[config.mk]
export PLATFORM = sky130hd
export DESIGN_NAME = nic_cmd_frontend
export DESIGN_NICKNAME = d
export VERILOG_FILES = /design/src/rtl/nic_host_pkg.sv /design/src/rtl/rxq_fifo.sv /design/src/rtl/cmd_ctl.sv /design/src/rtl/irq_ctl.sv /design/src/rtl/nic_cmd_frontend.sv
export SDC_FILE = /design/constraint.sdc
export NUM_CORES = 1
export LEC_CHECK = 0
export BUFFER_PORTS_ARGS = -buffer_cell sky130_fd_sc_hd__clkbuf_2
export CELL_PAD_IN_SITES_DETAIL_PLACEMENT = 1
export CELL_PAD_IN_SITES_GLOBAL_PLACEMENT = 1
export CORE_ASPECT_RATIO = 0.7
export CORE_MARGIN = 1.5
export CORE_UTILIZATION = 45
export CTS_CLUSTER_DIAMETER = 100
export CTS_CLUSTER_SIZE = 16
export DETAILED_ROUTE_END_ITERATION = 6
export PLACE_DENSITY_LB_ADDON = 0.3
export SYNTH_ARGS = -nofsm -noshare
export SYNTH_HDL_FRONTEND = slang
export SYNTH_SLANG_ARGS = --single-unit
[constraint.sdc]
create_clock -name clk -period 2.65 [get_ports clk]
set_input_delay 0.265 -clock clk [delete_from_list [all_inputs] [get_ports clk]]
set_output_delay 0.265 -clock clk [all_outputs]
set_load 0.005 [all_outputs]
[src/rtl/nic_host_pkg.sv]
package nic_host_pkg;

  typedef logic [5:0] func_t;
  typedef logic [3:0] stat_t;

  localparam func_t FN_RXBUF = 6'o40;
  localparam func_t FN_FLUSH = 6'o60;
  localparam func_t FN_RESET = 6'o77;

  localparam stat_t ST_OK       = 4'o00;
  localparam stat_t ST_ILLEGAL  = 4'o02;
  localparam stat_t ST_INAPPROP = 4'o03;

  typedef enum logic [1:0] {
    CK_ILLEGAL = 2'd0,
    CK_LOCAL   = 2'd1,
    CK_REMOTE  = 2'd2
  } cmd_kind_e;

  function automatic cmd_kind_e classify(func_t f);
    cmd_kind_e k;
    case (f)
      6'o40, 6'o60, 6'o77: k = CK_LOCAL;
      6'o01, 6'o02, 6'o03, 6'o04, 6'o05, 6'o06, 6'o07,
      6'o10, 6'o11, 6'o12, 6'o15, 6'o16, 6'o17,
      6'o20, 6'o21, 6'o22, 6'o23, 6'o30, 6'o31,
      6'o50, 6'o51, 6'o52, 6'o53, 6'o54: k = CK_REMOTE;
      default: k = CK_ILLEGAL;
    endcase
    return k;
  endfunction

endpackage

[src/rtl/rxq_fifo.sv]
module rxq_fifo #(
  parameter int DEPTH = 16,
  parameter int W     = 38
) (
  input  logic         clk,
  input  logic         rst_n,
  input  logic         push,
  input  logic [W-1:0] wdata,
  input  logic         pop,
  input  logic         flush,
  output logic [W-1:0] head,
  output logic         not_empty,
  output logic         full
);
  localparam int PW = (DEPTH > 1) ? $clog2(DEPTH) : 1;
  localparam int CW = $clog2(DEPTH + 1);
  localparam logic [PW-1:0] LAST = PW'(DEPTH - 1);

  logic [W-1:0]  mem [DEPTH];
  logic [PW-1:0] wr_q, wr_n, rd_q, rd_n;
  logic [CW-1:0] cnt_q, cnt_n;
  logic          push_ok, pop_ok;

  assign not_empty = (cnt_q != '0);
  assign full      = (cnt_q == CW'(DEPTH));
  assign head      = mem[rd_q];

  always_comb begin
    push_ok = push && !full && !flush;
    pop_ok  = pop && not_empty && !flush;
    wr_n    = wr_q;
    rd_n    = rd_q;
    cnt_n   = cnt_q;
    if (flush) begin
      wr_n  = '0;
      rd_n  = '0;
      cnt_n = '0;
    end else begin
      if (push_ok) wr_n = (wr_q == LAST) ? '0 : wr_q + 1'b1;
      if (pop_ok)  rd_n = (rd_q == LAST) ? '0 : rd_q + 1'b1;
      case ({push_ok, pop_ok})
        2'b10:   cnt_n = cnt_q + 1'b1;
        2'b01:   cnt_n = cnt_q - 1'b1;
        default: cnt_n = cnt_q;
      endcase
    end
  end

  always_ff @(posedge clk or negedge rst_n) begin
    if (!rst_n) begin
      wr_q  <= '0;
      rd_q  <= '0;
      cnt_q <= '0;
    end else begin
      wr_q  <= wr_n;
      rd_q  <= rd_n;
      cnt_q <= cnt_n;
    end
  end

  always_ff @(posedge clk) begin
    if (push_ok) mem[wr_q] <= wdata;
  end

  a_r4_no_overflow: assert property (@(posedge clk) disable iff (!rst_n)
    cnt_q <= CW'(DEPTH));

  a_r6_flush_empties: assert property (@(posedge clk) disable iff (!rst_n)
    flush |=> !not_empty);

endmodule

[src/rtl/cmd_ctl.sv]
module cmd_ctl
  import nic_host_pkg::*;
(
  input  logic  clk,
  input  logic  rst_n,
  input  logic  go,
  input  func_t go_code,
  input  logic  be_done,
  input  stat_t be_status,
  input  logic  q_full,
  output logic  cmd_done,
  output stat_t status,
  output logic  busy,
  output func_t last_code,
  output logic  be_cmd_valid,
  output logic  do_push,
  output logic  do_flush,
  output logic  do_reset
);
  logic      done_q, done_n, busy_q, busy_n, bev_q, bev_n;
  stat_t     stat_q, stat_n;
  func_t     code_q, code_n;
  logic      accept;
  cmd_kind_e kind;

  assign accept = go && !busy_q;
  assign kind   = classify(go_code);

  assign do_push  = accept && (go_code == FN_RXBUF) && !q_full;
  assign do_flush = accept && (go_code == FN_FLUSH);
  assign do_reset = accept && (go_code == FN_RESET);

  always_comb begin
    done_n = done_q;
    busy_n = busy_q;
    stat_n = stat_q;
    code_n = code_q;
    bev_n  = 1'b0;
    if (accept) begin
      code_n = go_code;
      case (kind)
        CK_LOCAL: begin
          done_n = 1'b1;
          stat_n = ((go_code == FN_RXBUF) && q_full) ? ST_INAPPROP : ST_OK;
        end
        CK_REMOTE: begin
          done_n = 1'b0;
          busy_n = 1'b1;
          bev_n  = 1'b1;
        end
        default: begin
          done_n = 1'b1;
          stat_n = ST_ILLEGAL;
        end
      endcase
    end else if (busy_q && be_done) begin
      busy_n = 1'b0;
      done_n = 1'b1;
      stat_n = be_status;
    end
  end

  always_ff @(posedge clk or negedge rst_n) begin
    if (!rst_n) begin
      done_q <= 1'b0;
      busy_q <= 1'b0;
      stat_q <= ST_OK;
      code_q <= '0;
      bev_q  <= 1'b0;
    end else begin
      done_q <= done_n;
      busy_q <= busy_n;
      stat_q <= stat_n;
      code_q <= code_n;
      bev_q  <= bev_n;
    end
  end

  assign cmd_done     = done_q;
  assign status       = stat_q;
  assign busy         = busy_q;
  assign last_code    = code_q;
  assign be_cmd_valid = bev_q;

  a_r9_single_pulse: assert property (@(posedge clk) disable iff (!rst_n)
    be_cmd_valid |=> !be_cmd_valid);

  a_r9_completion: assert property (@(posedge clk) disable iff (!rst_n)
    (busy && be_done) |=> (cmd_done && !busy && status == $past(be_status)));

  a_r9_ignore_busy: assert property (@(posedge clk) disable iff (!rst_n)
    (go && busy && !be_done) |=> (busy && !cmd_done && $stable(last_code)));

  a_r8_illegal: assert property (@(posedge clk) disable iff (!rst_n)
    (accept && kind == CK_ILLEGAL) |=> (cmd_done && status == ST_ILLEGAL && !be_cmd_valid));

  a_r5_full_reject: assert property (@(posedge clk) disable iff (!rst_n)
    (accept && go_code == FN_RXBUF && q_full) |=> (cmd_done && status == ST_INAPPROP));

endmodule

[src/rtl/irq_ctl.sv]
module irq_ctl #(
  parameter int               VEC_W    = 9,
  parameter logic [VEC_W-1:0] VEC_BASE = 9'o340,
  parameter int               VEC_STEP = 4
) (
  input  logic             cmd_done,
  input  logic             cmd_ie,
  input  logic             rx_done,
  input  logic             rx_ie,
  output logic             irq_cmd,
  output logic             irq_rx,
  output logic [VEC_W-1:0] vector
);
  localparam logic [VEC_W-1:0] VEC_CMD = VEC_W'(VEC_BASE + VEC_STEP);

  always_comb begin
    irq_cmd = cmd_done && cmd_ie;
    irq_rx  = rx_done && rx_ie;
    vector  = (irq_cmd && !irq_rx) ? VEC_CMD : VEC_BASE;
  end

  always_comb begin
    if (irq_rx && irq_cmd) begin
      a_r12_rx_priority: assert (vector == VEC_BASE);
    end
  end

endmodule

[src/rtl/nic_cmd_frontend.sv]
module nic_cmd_frontend
  import nic_host_pkg::*;
#(
  parameter int               BUS_W    = 16,
  parameter int               XA_W     = 6,
  parameter int               Q_DEPTH  = 16,
  parameter int               VEC_W    = 9,
  parameter logic [VEC_W-1:0] VEC_BASE = 9'o340
) (
  input  logic                  clk,
  input  logic                  rst_n,
  input  logic                  bus_wr,
  input  logic [1:0]            bus_word,
  input  logic [BUS_W-1:0]      bus_wdata,
  output logic [BUS_W-1:0]      bus_rdata,
  output logic                  be_cmd_valid,
  output logic [5:0]            be_cmd_code,
  input  logic                  be_done,
  input  logic [3:0]            be_status,
  input  logic                  rx_event,
  output logic                  rx_desc_valid,
  output logic [XA_W+BUS_W-1:0] rx_desc_addr,
  output logic [BUS_W-1:0]      rx_desc_len,
  output logic                  irq_cmd,
  output logic                  irq_rx,
  output logic [VEC_W-1:0]      irq_vector
);
  localparam int AW     = XA_W + BUS_W;
  localparam int DESC_W = AW + BUS_W;
  localparam logic [1:0] W_CSR = 2'd0, W_BAL = 2'd1, W_CNT = 2'd2, W_BAH = 2'd3;

  logic rst_s1, rst_s;
  always_ff @(posedge clk or negedge rst_n) begin
    if (!rst_n) begin
      rst_s1 <= 1'b0;
      rst_s  <= 1'b0;
    end else begin
      rst_s1 <= 1'b1;
      rst_s  <= rst_s1;
    end
  end

  logic [BUS_W-1:0] bal_q, bal_n, cnt_q, cnt_n;
  logic [XA_W-1:0]  bah_q, bah_n;
  logic             cie_q, cie_n, rie_q, rie_n, rxd_q, rxd_n;
  logic             wr_csr, go;
  logic             cmd_done, busy, q_full, do_push, do_flush, do_reset;
  stat_t            status;
  func_t            last_code;
  logic [DESC_W-1:0] head;

  assign wr_csr = bus_wr && (bus_word == W_CSR);
  assign go     = wr_csr && bus_wdata[15];

  cmd_ctl u_cmd (
    .clk          (clk),
    .rst_n        (rst_s),
    .go           (go),
    .go_code      (bus_wdata[13:8]),
    .be_done      (be_done),
    .be_status    (be_status),
    .q_full       (q_full),
    .cmd_done     (cmd_done),
    .status       (status),
    .busy         (busy),
    .last_code    (last_code),
    .be_cmd_valid (be_cmd_valid),
    .do_push      (do_push),
    .do_flush     (do_flush),
    .do_reset     (do_reset)
  );

  rxq_fifo #(.DEPTH(Q_DEPTH), .W(DESC_W)) u_rxq (
    .clk       (clk),
    .rst_n     (rst_s),
    .push      (do_push),
    .wdata     ({bah_q, bal_q, cnt_q}),
    .pop       (rx_event),
    .flush     (do_flush || do_reset),
    .head      (head),
    .not_empty (rx_desc_valid),
    .full      (q_full)
  );

  irq_ctl #(.VEC_W(VEC_W), .VEC_BASE(VEC_BASE), .VEC_STEP(4)) u_irq (
    .cmd_done (cmd_done),
    .cmd_ie   (cie_q),
    .rx_done  (rxd_q),
    .rx_ie    (rie_q),
    .irq_cmd  (irq_cmd),
    .irq_rx   (irq_rx),
    .vector   (irq_vector)
  );

  assign be_cmd_code  = last_code;
  assign rx_desc_addr = head[DESC_W-1:BUS_W];
  assign rx_desc_len  = head[BUS_W-1:0];

  always_comb begin
    bal_n = bal_q;
    cnt_n = cnt_q;
    bah_n = bah_q;
    cie_n = cie_q;
    rie_n = rie_q;
    rxd_n = rxd_q;
    if (bus_wr) begin
      case (bus_word)
        W_BAL:   bal_n = bus_wdata;
        W_CNT:   cnt_n = bus_wdata;
        W_BAH:   bah_n = bus_wdata[XA_W-1:0];
        default: begin
          cie_n = bus_wdata[6];
          rie_n = bus_wdata[4];
        end
      endcase
    end
    if (do_reset) begin
      bal_n = '0;
      cnt_n = '0;
      bah_n = '0;
      rxd_n = 1'b0;
    end else if (rx_event && rx_desc_valid && !do_flush) begin
      rxd_n = 1'b1;
    end else if (wr_csr && !bus_wdata[5]) begin
      rxd_n = 1'b0;
    end
  end

  always_ff @(posedge clk or negedge rst_s) begin
    if (!rst_s) begin
      bal_q <= '0;
      cnt_q <= '0;
      bah_q <= '0;
      cie_q <= 1'b0;
      rie_q <= 1'b0;
      rxd_q <= 1'b0;
    end else begin
      bal_q <= bal_n;
      cnt_q <= cnt_n;
      bah_q <= bah_n;
      cie_q <= cie_n;
      rie_q <= rie_n;
      rxd_q <= rxd_n;
    end
  end

  always_comb begin
    case (bus_word)
      W_CSR:   bus_rdata = {1'b0, busy, last_code, cmd_done, cie_q, rxd_q, rie_q, status};
      W_BAH:   bus_rdata = {{(BUS_W-XA_W){1'b0}}, bah_q};
      default: bus_rdata = '0;
    endcase
  end

  a_r11_rx_done_set: assert property (@(posedge clk) disable iff (!rst_s)
    (rx_event && rx_desc_valid && !wr_csr) |=> (rxd_q && irq_rx == rie_q));

  a_r7_reset_cmd: assert property (@(posedge clk) disable iff (!rst_s)
    do_reset |=> (!rx_desc_valid && !rxd_q && bah_q == '0 && status == ST_OK));

  a_r4_push_lands: assert property (@(posedge clk) disable iff (!rst_s)
    (do_push && !rx_desc_valid && !rx_event) |=> (rx_desc_valid &&
      rx_desc_addr == $past({bah_q, bal_q}) && rx_desc_len == $past(cnt_q)));

endmodule

After elaboration in Yosys (flattened, before gate mapping)
Memory sizes are Yosys's and may differ from the RTL's.
Cells that the tools add are included.
{"block": "word_totals", "reg_bits": 69, "mem_bits_rw": 608, "romBits": 128, "inputBits": 27, "output_inout_bits": 73, "elab_cells": 117, "memories": 2}
{"memory": "u_rxq.mem", "depth": 16, "width": 38, "read_ports": 1, "rd_ports_with_merged_regs": 0, "wr": 1, "line_no": "rxq_fifo.sv:19", "text": "logic [W-1:0] mem [DEPTH];"}
{"memory": "(no name shown)", "depth": 64, "width": 2, "read_ports": 1, "rd_ports_with_merged_regs": 0, "wr": 0, "line_no": "nic_host_pkg.sv:22", "text": "case (f)"}
{"block": "op_classes", "n_addsub": 4, "n_eq_ne": 15, "mux": 36, "bitwise_logic": 1, "reduce_logical": 43}
{"op": "$mux W16", "count": 6}
{"op": "$mux W4", "count": 8}
{"op": "$pmux W15 S2", "count": 1}
{"op": "$eq A6 B6 Y1 const B", "count": 3}
{"op": "$logic_and A1 B1 Y1", "count": 18}
{"op": "$mux W6", "count": 3}
{"op": "$reduce_bool A2 Y1", "count": 7}
{"op": "$mux W1", "count": 13}
{"op": "$reduce_and A2 Y1", "count": 6}
{"op": "$pmux W5 S2", "count": 1}
{"op": "$add A4 B1 Y4 const B", "count": 2}
{"op": "$eq A2 B2 Y1 const B", "count": 4}
{"op": "$eq A4 B4 Y1 const B", "count": 2}
{"op": "$pmux W4 S2", "count": 1}
{"op": "$eq A2 B1 Y1 const B", "count": 3}
{"op": "$logic_not A1 Y1", "count": 6}
{"op": "$reduce_bool A3 Y1", "count": 2}
{"op": "$add A5 B1 Y5 const B", "count": 1}
{"op": "$eq A5 B5 Y1 const B", "count": 1}
{"op": "$mux W5", "count": 1}
{"op": "$reduce_bool A5 Y1", "count": 1}
{"op": "$sub A5 B1 Y5 const B", "count": 1}
{"op": "$ne A2 B2 Y1 const B", "count": 2}
{"op": "$mux W3", "count": 1}
{"op": "other kinds (5)", "count": 5}

Longest topological paths before layout
Gate-level depths: netlist (run 1).
{"block": "logic_depth", "depth_word": 11, "depth_mapped": 15, "depth_no_buf": 13}

By module
Synthesis (run 1) repeated with hierarchy kept, for this count alone.
{"block": "unflattened", "hier_cells": 1564, "hier_area_um2": 27421.3}
{"module": "rxq_fifo", "instances": 1, "cells_per_inst": 1253, "area_per_inst_um2": 24219.5, "seq_area_each_um2": 18582.8}
{"module": "nic_cmd_frontend", "instances": 1, "cells_per_inst": 220, "area_per_inst_um2": 2388.5, "seq_area_each_um2": 1076.0}
{"module": "cmd_ctl", "instances": 1, "cells_per_inst": 78, "area_per_inst_um2": 714.4, "seq_area_each_um2": 325.3}
{"module": "irq_ctl", "instances": 1, "cells_per_inst": 13, "area_per_inst_um2": 98.8, "seq_area_each_um2": 0.0}

Worst setup path after synthesis (run 1)
Ideal clock, no wire load.
{"block": "synth_timing", "path_kind": "input port to flip-flop", "from": "input bus_word[0]", "to": "memory u_rxq.mem[1][0] (enable)", "setup_ps": 489, "t_arrival_ps": 4460, "t_required_ps": 2161, "path_slack_ps": -2298, "cell_stages": 7, "n_path_buf": 1, "path_cell_list": "inv_1 ha_1 buf_2 nand4b_1 nor4_4 nand3_1 nor3b_1"}
{"block": "synth_via", "elab_chain_cells": 10, "word_cells_on_any_way": 14, "classes_between": "2 x mux; 12 x reduce/logical"}
{"item": "start, declared", "line_no": "nic_cmd_frontend.sv:13", "text": "input logic [1:0] bus_word,"}
{"item": "$logic_not A2 Y1 *", "line_no": "nic_cmd_frontend.sv:52", "text": "assign wr_csr = bus_wr && (bus_word == W_CSR);"}
{"item": "$logic_and A1 B1 Y1 *", "line_no": "nic_cmd_frontend.sv:52"}
{"item": "$logic_and A1 B1 Y1 *", "line_no": "nic_cmd_frontend.sv:53", "text": "assign go = wr_csr && bus_wdata[15];"}
{"item": "$logic_and A1 B1 Y1 *", "line_no": "cmd_ctl.sv:26", "text": "assign accept = go && !busy_q;"}
{"item": "$logic_and A1 B1 Y1, on equally long branches", "line_no": "cmd_ctl.sv:29, cmd_ctl.sv:30, cmd_ctl.sv:31"}
{"item": "$logic_and A1 B1 Y1 or $logic_or A1 B1 Y1 (tied branches)", "line_no": "cmd_ctl.sv:29, nic_cmd_frontend.sv:79"}
{"item": "$logic_and A1 B1 Y1 or $logic_not A1 Y1 (tied branches)", "line_no": "rxq_fifo.sv:29", "text": "push_ok = push && !full && !flush;"}
{"item": "$logic_and A1 B1 Y1 *", "line_no": "rxq_fifo.sv:29"}
{"item": "$mux W1 *", "line_no": "rxq_fifo.sv:62", "text": "if (push_ok) mem[wr_q] <= wdata;"}
{"item": "$mux W1 (implied by the code) *", "line_no": "rxq_fifo.sv:62"}
{"item": "end, declared", "line_no": "rxq_fifo.sv:19"}
Mark *: on every way between the ends. The rest lies on a longest branch, timed or not.

Worst setup path in the final report (run 1)
{"block": "layout_timing", "from": "register u_rxq.rd_q[0]", "to": "output rx_desc_addr[18]"}
{"block": "layout_via", "elab_chain_cells": 1}
{"item": "start, declared", "line_no": "rxq_fifo.sv:20", "text": "logic [PW-1:0] wr_q, wr_n, rd_q, rd_n;"}
{"item": "start signal, assigned", "line_no": "rxq_fifo.sv:56", "text": "rd_q <= rd_n;"}
{"item": "$mem_v2 Z16 W38"}
{"item": "end, declared", "line_no": "nic_cmd_frontend.sv:22", "text": "output logic [XA_W+BUS_W-1:0] rx_desc_addr,"}
No other way between the ends.

==> results of run 1 <==
==> area by class of cell <==
class	count	area, µm²
repair buffers	260	2759
diodes	5	12.51
fillers	5380	26480
well taps	798	998.5
flip-flops and latches	677	20000
clock inverters	3	33.78
inverters	14	52.55
multi-input cells	765	6845
clock buffers	78	1335
==> layer usage <==
metal | part of all wire (%) | track usage, % | up-vias
li1 | - | - | 6516
met1 | 44 | 34.79 | 8151
met2 | 47 | 38.61 | 465
met3 | 5.9 | 4.056 | 109
met4 | 2.6 | 6.186 | 2
met5 | 0.018 | 0 | -
==> repair_timing <==
action                                 in CTS  in global routing
resized for setup                         108                 41
setup endpoints to repair                  39                 41
endpoints found under the hold margin      19                  0
cloned                                      7                  2
hold buffers                               13                  0
pin swaps                                  42                 30
setup buffers                              24                  4
==> cells in the final DEF (no fill, tap or decap), types with 5 or more instances in the layout <==
master	synthesis	final
nand3_1	12	11
clkbuf_2	0	86
and2_1	19	14
a221oi_2	0	38
a22oi_2	0	14
dlygate4sd3_1	0	13
o21ai_1	0	39
mux2i_1	115	111
a21oi_2	0	10
edfxtp_1	608	608
o21ai_0	86	45
buf_12	0	49
and3_2	0	6
dfrtp_1	69	64
diode_2	0	5
buf_6	0	10
conb_1	2	10
nand2_1	144	139
clkbuf_1	54	29
clkbuf_16	0	51
a22oi_1	44	30
ha_1	13	11
buf_4	10	80
a21oi_1	87	77
inv_1	14	14
mux4_2	76	76
and2_2	0	5
mux2_2	42	42
nor2_1	20	16
nand2_2	1	6
buf_16	0	12
==> cells by family after synthesis <==
logic type                 Yosys count  share of synthesized area [%]
and+or+nand+nor                    228                          3.870
AOI/OAI and AO/OA                  275                          6.380
muxes                              233                          12.46
buffers and inverters              110                          1.804
other                                2                        0.02805
xor gates and xnor gates             6                         0.1963
adders and majority gates           13                         0.6076
DFF                                677                          74.65
==> worst max-delay path by stage <==
stage | start | to | cells after the start
2_1_floorplan | bus_wdata[10] | u_rxq.mem[3][0]$_DFFE_PP_ | 5
3_3_place_gp | bus_wdata[9] | u_rxq.cnt_q[4]$_DFFE_PN0P_ | 12
3_5_place_dp | bus_wdata[9] | u_rxq.cnt_q[4]$_DFFE_PN0P_ | 12
4_1_cts | u_rxq.rd_q[0]$_DFFE_PN0P_ | rx_desc_addr[9] | 8
5_1_grt | u_rxq.rd_q[0]$_DFFE_PN0P_ | rx_desc_addr[10] | 8
6_report | u_rxq.rd_q[0]$_DFFE_PN0P_ | rx_desc_addr[18] | 6
==> synthesized netlist by cell type (2+ instances only) <==
| library cell | instances |
|---|---|
| a21o_1 | 2 |
| a21oi_1 | 87 |
| mux4_2 | 76 |
| o32ai_1 | 2 |
| and3_1 | 6 |
| mux2i_1 | 115 |
| nor2b_1 | 4 |
| nand3b_1 | 2 |
| edfxtp_1 | 608 |
| mux2_2 | 42 |
| nor3_1 | 2 |
| a221oi_1 | 40 |
| nand4_1 | 3 |
| nand3_1 | 12 |
| conb_1 | 2 |
| a31oi_1 | 3 |
| buf_1 | 6 |
| buf_2 | 26 |
| nand2_1 | 144 |
| xor2_1 | 4 |
| ha_1 | 13 |
| o21ai_0 | 86 |
| dfrtp_1 | 69 |
| and2_1 | 19 |
| xnor2_1 | 2 |
| nor3b_1 | 5 |
| nor2_1 | 20 |
| a22oi_1 | 44 |
| clkbuf_1 | 54 |
| buf_4 | 10 |
| inv_1 | 14 |
| or3_1 | 3 |
==> stage by stage <==
step / setup TNS, ns / instance area, µm²
floorplan: -75.71 / 26910
global placement: -0.3688 / 29460
detailed placement: -0.8286 / 29460
CTS: -4.416 / 31810
global route: -7.188 / 32030
finish: -4.015 / 32040
==> sequential cells by signal, summed over array words and instances (netlist names) <==
signal / flops
bah_q: 6
cie_q: 1
u_rxq.wr_q: 4
rie_q: 1
u_cmd.last_code: 6
rst_s: 1
u_cmd.busy: 1
u_cmd.status: 4
u_rxq.rd_q: 4
u_rxq.cnt_q: 5
u_cmd.be_cmd_valid: 1
rxd_q: 1
cnt_q: 16
u_cmd.cmd_done: 1
rst_s1: 1
u_rxq.mem: 608
bal_q: 16
==> power groups by stage <==
stage	clock, mW	combinational [mW]	sequential, mW
CTS	7.15	10.4	12.9
floorplan	0	5.28	12.7
global placement	0	8.53	13.2
finish	7.06	10.8	12.9
global route	7.48	11.5	13.0
detailed placement	0	8.71	13.2
==> worst max-delay path: cells and delay by family, from the launching register on <==
| family | cells | cell delay, ns |
|---|---|---|
| AOI/OAI and AO/OA | 1 | 0.21 |
| buffers and inverters | 3 | 0.65 |
| DFF | 1 | 0.44 |
| muxes | 1 | 0.51 |
| and+or+nand+nor | 1 | 0.14 |
==> impl_results.md, run 1 <==
* Number of flops mapped to enable cells by yosys at 608
* Layout cell share with drive strength beyond 1 at around 30%
* Leakage at 11.09 nW
* YS warnings at 0
* Crit path time final at approximately 2.8 ns
* DR iter-0 viols at 1541
* Hold Slack at between 0.01 and 0.015 ns
* Post-synthesis sequential area ratio at roughly three quarters
* Num rows at 74
* Kind of critical path: reg2out
* Worst slew margin at 40.95%
* Final Skew at roughly 0.023 ns
* Sw Share at 32.38%
* Initial antenna violation count at 6
* Avg Cell Area, Syn at around 17 µm²
* Clock sink total at 677
* CTS tree: done
* CP startpoint kind: flop
* Ys flop type: edfxtp_1
* CORE AREA at between 0.05 and 0.06 mm²
* Slew Viols, Final at 0
* Skew-Pair Late Insertion Delay at 0.59 ns
* Critical path fanouts, max at 13
* Full die area at 0.06098 mm²
* Pre-Repair DR Iteration Count at 5
* Final cycle utilization of the critical path at 105.8%
* R2r endpoint: u_rxq.cnt_q[4]$_DFFE_PN0P_
* FMAX at roughly 360 MHz
* Final WS setup at -0.1548 ns
* CTS max path bufs at 3
* DRC Markers at 0
* H-tree depth at 2
* Crit path cell chain: buf_6 > bufbuf_16 > mux4_2 > a22oi_1 > nand2_2 > clkbuf_2
* Unique masters post-synth at 51
* RSZ-0062 raised after global routing: yes
* Int Power at 20.81 mW
* Clk pin slew, worst setup/hold paths at 0.08 ns
* Port bufs at 90
* Required @ worst endpoint at 2.38 ns
* Dpl cells at 2464
* Total congestion overflow at 0
* WL per Instance at 28.39 µm
* Routed vias at 15240
* IO Count at 100
* P_sw at 9.964 mW
* Num CTS Buffers at 48
* Fin cells at 2600
* Pwr Total at 30.78 mW
* GRT Total Usage at about a quarter
* Violated checks: setup timing
* Nets@finish at 1806
* Slowest-stage cell, CP: mux4_2
* Post-Place Worst Slack at -0.4346 ns
* Post-Syn Instances at roughly 1500
* Layout Utilization at between 50% and 60%
* Final Hold Fails at 0
* Area Overhead vs Synth at 19.68%
* Origin of the critical flop-to-flop path: u_cmd.busy$_DFFE_PN0P_
* Hold crit path type: in2reg
* Worst Reg-to-Reg Cells at 13
* Yosys reg bits at around 680
* Asr flop ratio synth at about a tenth
* Vias in the first global route at 16180
* Largest net degree at the start of global routing at 59
* Leading area contributor after synthesis: edfxtp_1
* Hold endpoint: cnt_q[12]$_DFFE_PN0P_
* CP endpoint kind: output pin
* Chip Height at 207.1 µm
* Tightest Pin Transition at 0.8836 ns
* Logic pwr share at 35.1%
* Starting Density at 45.75%
* Peak VDD IR at slightly above 0.6 mV
* Die X at ~300 µm
* Sequential Power Share at 41.9%
* First-pass GRT wire length at 108100 µm
* Root Driver: clkbuf_16
* WL final at between 70000 and 80000 µm
* Max Cap Viol at 0
* Synth area leaders: edfxtp_1, dfrtp_1, mux4_2
* Pwr Density at 960.7 mW/mm²
* Setup violators final at 40
* Netlist Area Pre-Place at 0.02677 mm²
* CP Data Arrival Time at roughly 2.5 ns
* Placer Congestion at between 0.7 and 0.8
* Clock share of power at 22.9%
* CP peak stage delay at a little over 0.5 ns
* Status: finished with violations
* Via density per instance at 5.863
* Worst Hold Path Cells at 3
* Post-synth top area share at 68.20%
* HPWL after DPL at 44050 µm
* Setup slack, reg-to-reg at -0.05 ns
* Hold Crit Start: bus_wdata[12]
* Post-route ant nets at 0
No activity file was read; power rests on OpenSTA's default activity.
==> run 2: changes to the inputs <==
--- a/config.mk
+++ b/config.mk
@@ -5,12 +5,13 @@
 export SDC_FILE = /design/constraint.sdc
 export NUM_CORES = 1
 export LEC_CHECK = 0
+export ABC_CLOCK_PERIOD_IN_PS = 2650
 export BUFFER_PORTS_ARGS = -buffer_cell sky130_fd_sc_hd__clkbuf_2
 export CELL_PAD_IN_SITES_DETAIL_PLACEMENT = 1
 export CELL_PAD_IN_SITES_GLOBAL_PLACEMENT = 1
 export CORE_ASPECT_RATIO = 0.7
 export CORE_MARGIN = 1.5
-export CORE_UTILIZATION = 45
+export CORE_UTILIZATION = 30
 export CTS_CLUSTER_DIAMETER = 100
 export CTS_CLUSTER_SIZE = 16
 export DETAILED_ROUTE_END_ITERATION = 6
==> impl_results.md, run 2 (synthesis gave the netlist of run 1 again) <==
* Status: finished with violations (unchanged)
* Violated checks: setup timing (unchanged)
* Die X at 360.0 µm (was 294.5 µm)
* Port bufs at 90 (unchanged)
* GRT Total Usage at 16.80% (was 24.21%)
* Chip Height at 252.9 µm (was 207.1 µm)
* CTS tree: done (unchanged)
* Diode count at 0 (was 5)
* CP startpoint kind: flop (unchanged)
* Largest net degree at the start of global routing at 50 (was 59)
* CP peak stage delay at 0.50 ns (was 0.51 ns)
* Num rows at 91 (was 74)
* Required @ worst endpoint at 2.38 ns (about the same)
* RSZ-0062 raised after global routing: yes (unchanged)
* IO Count at 100 (unchanged)
* R2r endpoint: u_rxq.cnt_q[4]$_DFFE_PN0P_ (unchanged)
* Final Skew at 0.03288 ns (was 0.02345 ns)
* Commonest non-fill, non-tap cell in the layout: edfxtp_1 (unchanged)
* Dpl cells at 2828 (was 2464)
* Hold Crit Start: be_status[1] (was bus_wdata[12])
* Via density per instance at 5.091 (was 5.863)
* Hold crit path type: in2reg (unchanged)
* Post-route ant nets at 0 (unchanged)
* Nets@finish at 1820 (was 1806)
* Most flops, register: u_rxq.mem (unchanged)
* Clk pin slew, worst setup/hold paths at 0.09 ns (was 0.08 ns)
* WL per Instance at 25.81 µm (was 28.39 µm)
* FMAX at 349.9 MHz (was 356.5 MHz)
* Peak VDD IR at 0.5803 mV (was 0.6218 mV)
* Leakage at 11.24 nW (was 11.09 nW)
* DR iter-0 viols at 1420 (was 1541)
* Dpl cell area at 0.02992 mm² (was 0.02946 mm²)
* Setup violators final at 39 (was 40)
* Critical path fanouts, max at 18 (was 13)
* Clock sink total at 677 (unchanged)
* Routed vias at 15180 (was 15240)
* Crit path cell chain: buf_12 > buf_16 > buf_12 > mux4_2 > a22oi_2 > nand2_2 > clkbuf_2 (was buf_6 > bufbuf_16 > mux4_2 > a22oi_1 > nand2_2 > clkbuf_2)
* Slowest-stage cell, CP: mux4_2 (unchanged)
* Full die area at 0.09106 mm² (was 0.06098 mm²)
* Number of flip-flops in the largest register at 608 (unchanged)
* Pre-Repair DR Iteration Count at 7 (was 5)
* First-pass GRT wire length at 112000 µm (was 108100 µm)
* DRC Markers at 0 (unchanged)
* HPWL after DPL at 45930 µm (was 44050 µm)
* CP Data Arrival Time at 2.59 ns (was 2.54 ns)
* Final Hold Fails at 0 (unchanged)
* Kind of critical path: reg2out (unchanged)
* Post-Route Setup TNS at -4.353 ns (was -4.015 ns)
* Root Driver: clkbuf_16 (unchanged)
* Family with the most delay on the worst path: buffers and inverters (unchanged)
* Fin cells at 2982 (was 2600)
* Worst Path Buf+Inv at 4 (was 3)
* Skew-Pair Late Insertion Delay at 0.63 ns (was 0.59 ns)
* Origin of the critical flop-to-flop path: u_cmd.busy$_DFFE_PN0P_ (unchanged)
* Crit-path most repeated cell: buf_12
* CORE AREA at 0.08824 mm² (was 0.05852 mm²)
* Final WS setup at -0.2079 ns (was -0.1548 ns)
* Worst slew margin at 41.09% (was 40.95%)
* Final cycle utilization of the critical path at 107.8% (was 105.8%)
* Initial antenna violation count at 3 (was 6)
* Design Area, Final at 0.03287 mm² (was 0.03204 mm²)
* Layout cell share with drive strength beyond 1 at 30.60% (was 29.16%)
* Placer Congestion at 0.7941 (was 0.7693)
* Area Overhead vs Synth at 22.78% (was 19.68%)
* Worst Hold Path Cells at 4 (was 3)
* Tightest Pin Transition at 0.8815 ns (was 0.8836 ns)
* Vias in the first global route at 15910 (was 16180)
* Total congestion overflow at 0 (unchanged)
* CTS max path bufs at 3 (unchanged)
* Starting Density at 30.34% (was 45.75%)
* Num CTS Buffers at 48 (unchanged)
* Hold endpoint: u_cmd.status[1]$_DFFE_PN0P_ (was cnt_q[12]$_DFFE_PN0P_)
* Biggest regs: u_rxq.mem x608, bal_q x16, cnt_q x16 (unchanged)
* Pwr Density at 946.9 mW/mm² (was 960.7 mW/mm²)
* H-tree depth at 2 (unchanged)
* Most frequent cells in the layout: edfxtp_1, nand2_1, mux2i_1 (unchanged)
* Slew Viols, Final at 0 (unchanged)
* Max Cap Viol at 0 (unchanged)
* Crit path time final at 2.858 ns (was 2.805 ns)
* Setup slack, reg-to-reg at -0.05 ns (about the same)
* CP endpoint kind: output pin (unchanged)
* WL final at 76980 µm (was 73800 µm)
* Layout Utilization at 37.25% (was 54.75%)
* Worst Reg-to-Reg Cells at 12 (was 13)
* Hold Slack at 0.04437 ns (was 0.01488 ns)
[run 2: cell types whose count changed in the layout (fill, tap and decap cells not counted), sizes merged]
cell / change
dlygate4sd3: +5
diode: -5
clkinv: +3
buf: +9
clkbuf: +7
inv: -1
[run 2: power breakdown]
| group | switching (mW) | internal [mW] |
|---|---|---|
| logic | 5.79 | 5.30 |
| clock network | 3.68 | 3.46 |
| registers | 0.708 | 12.2 |
| total | 10.2 | 20.9 |
[run 2: metrics by stage]
stage	setup WS [ns]	power (mW)
final	-0.2079	31.12
after global routing	-0.3137	32.56
after CTS	-0.2463	30.79
after detailed placement	-0.4038	21.79
after global placement	-0.4417	21.65
after floorplan	-0.3636	18.01
[run 2: worst max-delay path by stage]
| stage | depth (start not counted) | end | startpoint |
|---|---|---|---|
| finish | 7 | rx_desc_len[0] | u_rxq.rd_q[0]$_DFFE_PN0P_ |
| global route | 8 | rx_desc_addr[9] | u_rxq.rd_q[0]$_DFFE_PN0P_ |
| CTS | 6 | rx_desc_addr[8] | u_rxq.rd_q[0]$_DFFE_PN0P_ |
| detailed placement | 12 | u_rxq.cnt_q[4]$_DFFE_PN0P_ | bus_wdata[9] |
| global placement | 12 | u_rxq.cnt_q[4]$_DFFE_PN0P_ | bus_wdata[9] |
| floorplan | 5 | u_rxq.mem[3][0]$_DFFE_PP_ | bus_wdata[10] |
[run 2: what timing repair did]
action / CTS / global route
hold buffers: 18 / 0
endpoints found under the setup margin: 41 / 41
hold endpoints to repair: 28 / 0
gates resized for setup: 111 / 101
gates cloned: 12 / 2
pin swaps: 46 / 42
buffers inserted: 17 / 19
[run 2: cell type report]
cell class / count / area (µm²)
clock buffers: 85 / 1340
well taps: 1162 / 1454
inverters: 14 / 52.55
repair buffers: 274 / 2985
multi-input cells: 765 / 6974
flip-flops and latches: 677 / 20000
fillers: 8754 / 55370
clock inverters: 5 / 62.56
[run 2: layer usage]
layer | GRT usage (%) | wire, µm | vias to the layer above
li1 | - | - | 6561
met1 | 24.44 | 36630 | 8192
met2 | 26.64 | 35820 | 342
met3 | 2.569 | 3161 | 87
met4 | 3.414 | 1365 | 0
met5 | 0 | 0 | -
[run 2: worst reg2reg max path, cell delays in order, from the launching register on]
cell and delay, ns:
dfrtp_1 0.38, nand4b_1 0.19, buf_6 0.16, a2111oi_4 0.29, nor2_4 0.07, ha_4 0.18, xor2_1 0.14, ha_2 0.21
a211o_1 0.32, a21oi_2 0.19, a221oi_2 0.06, or3_1 0.33, a21oi_2 0.12
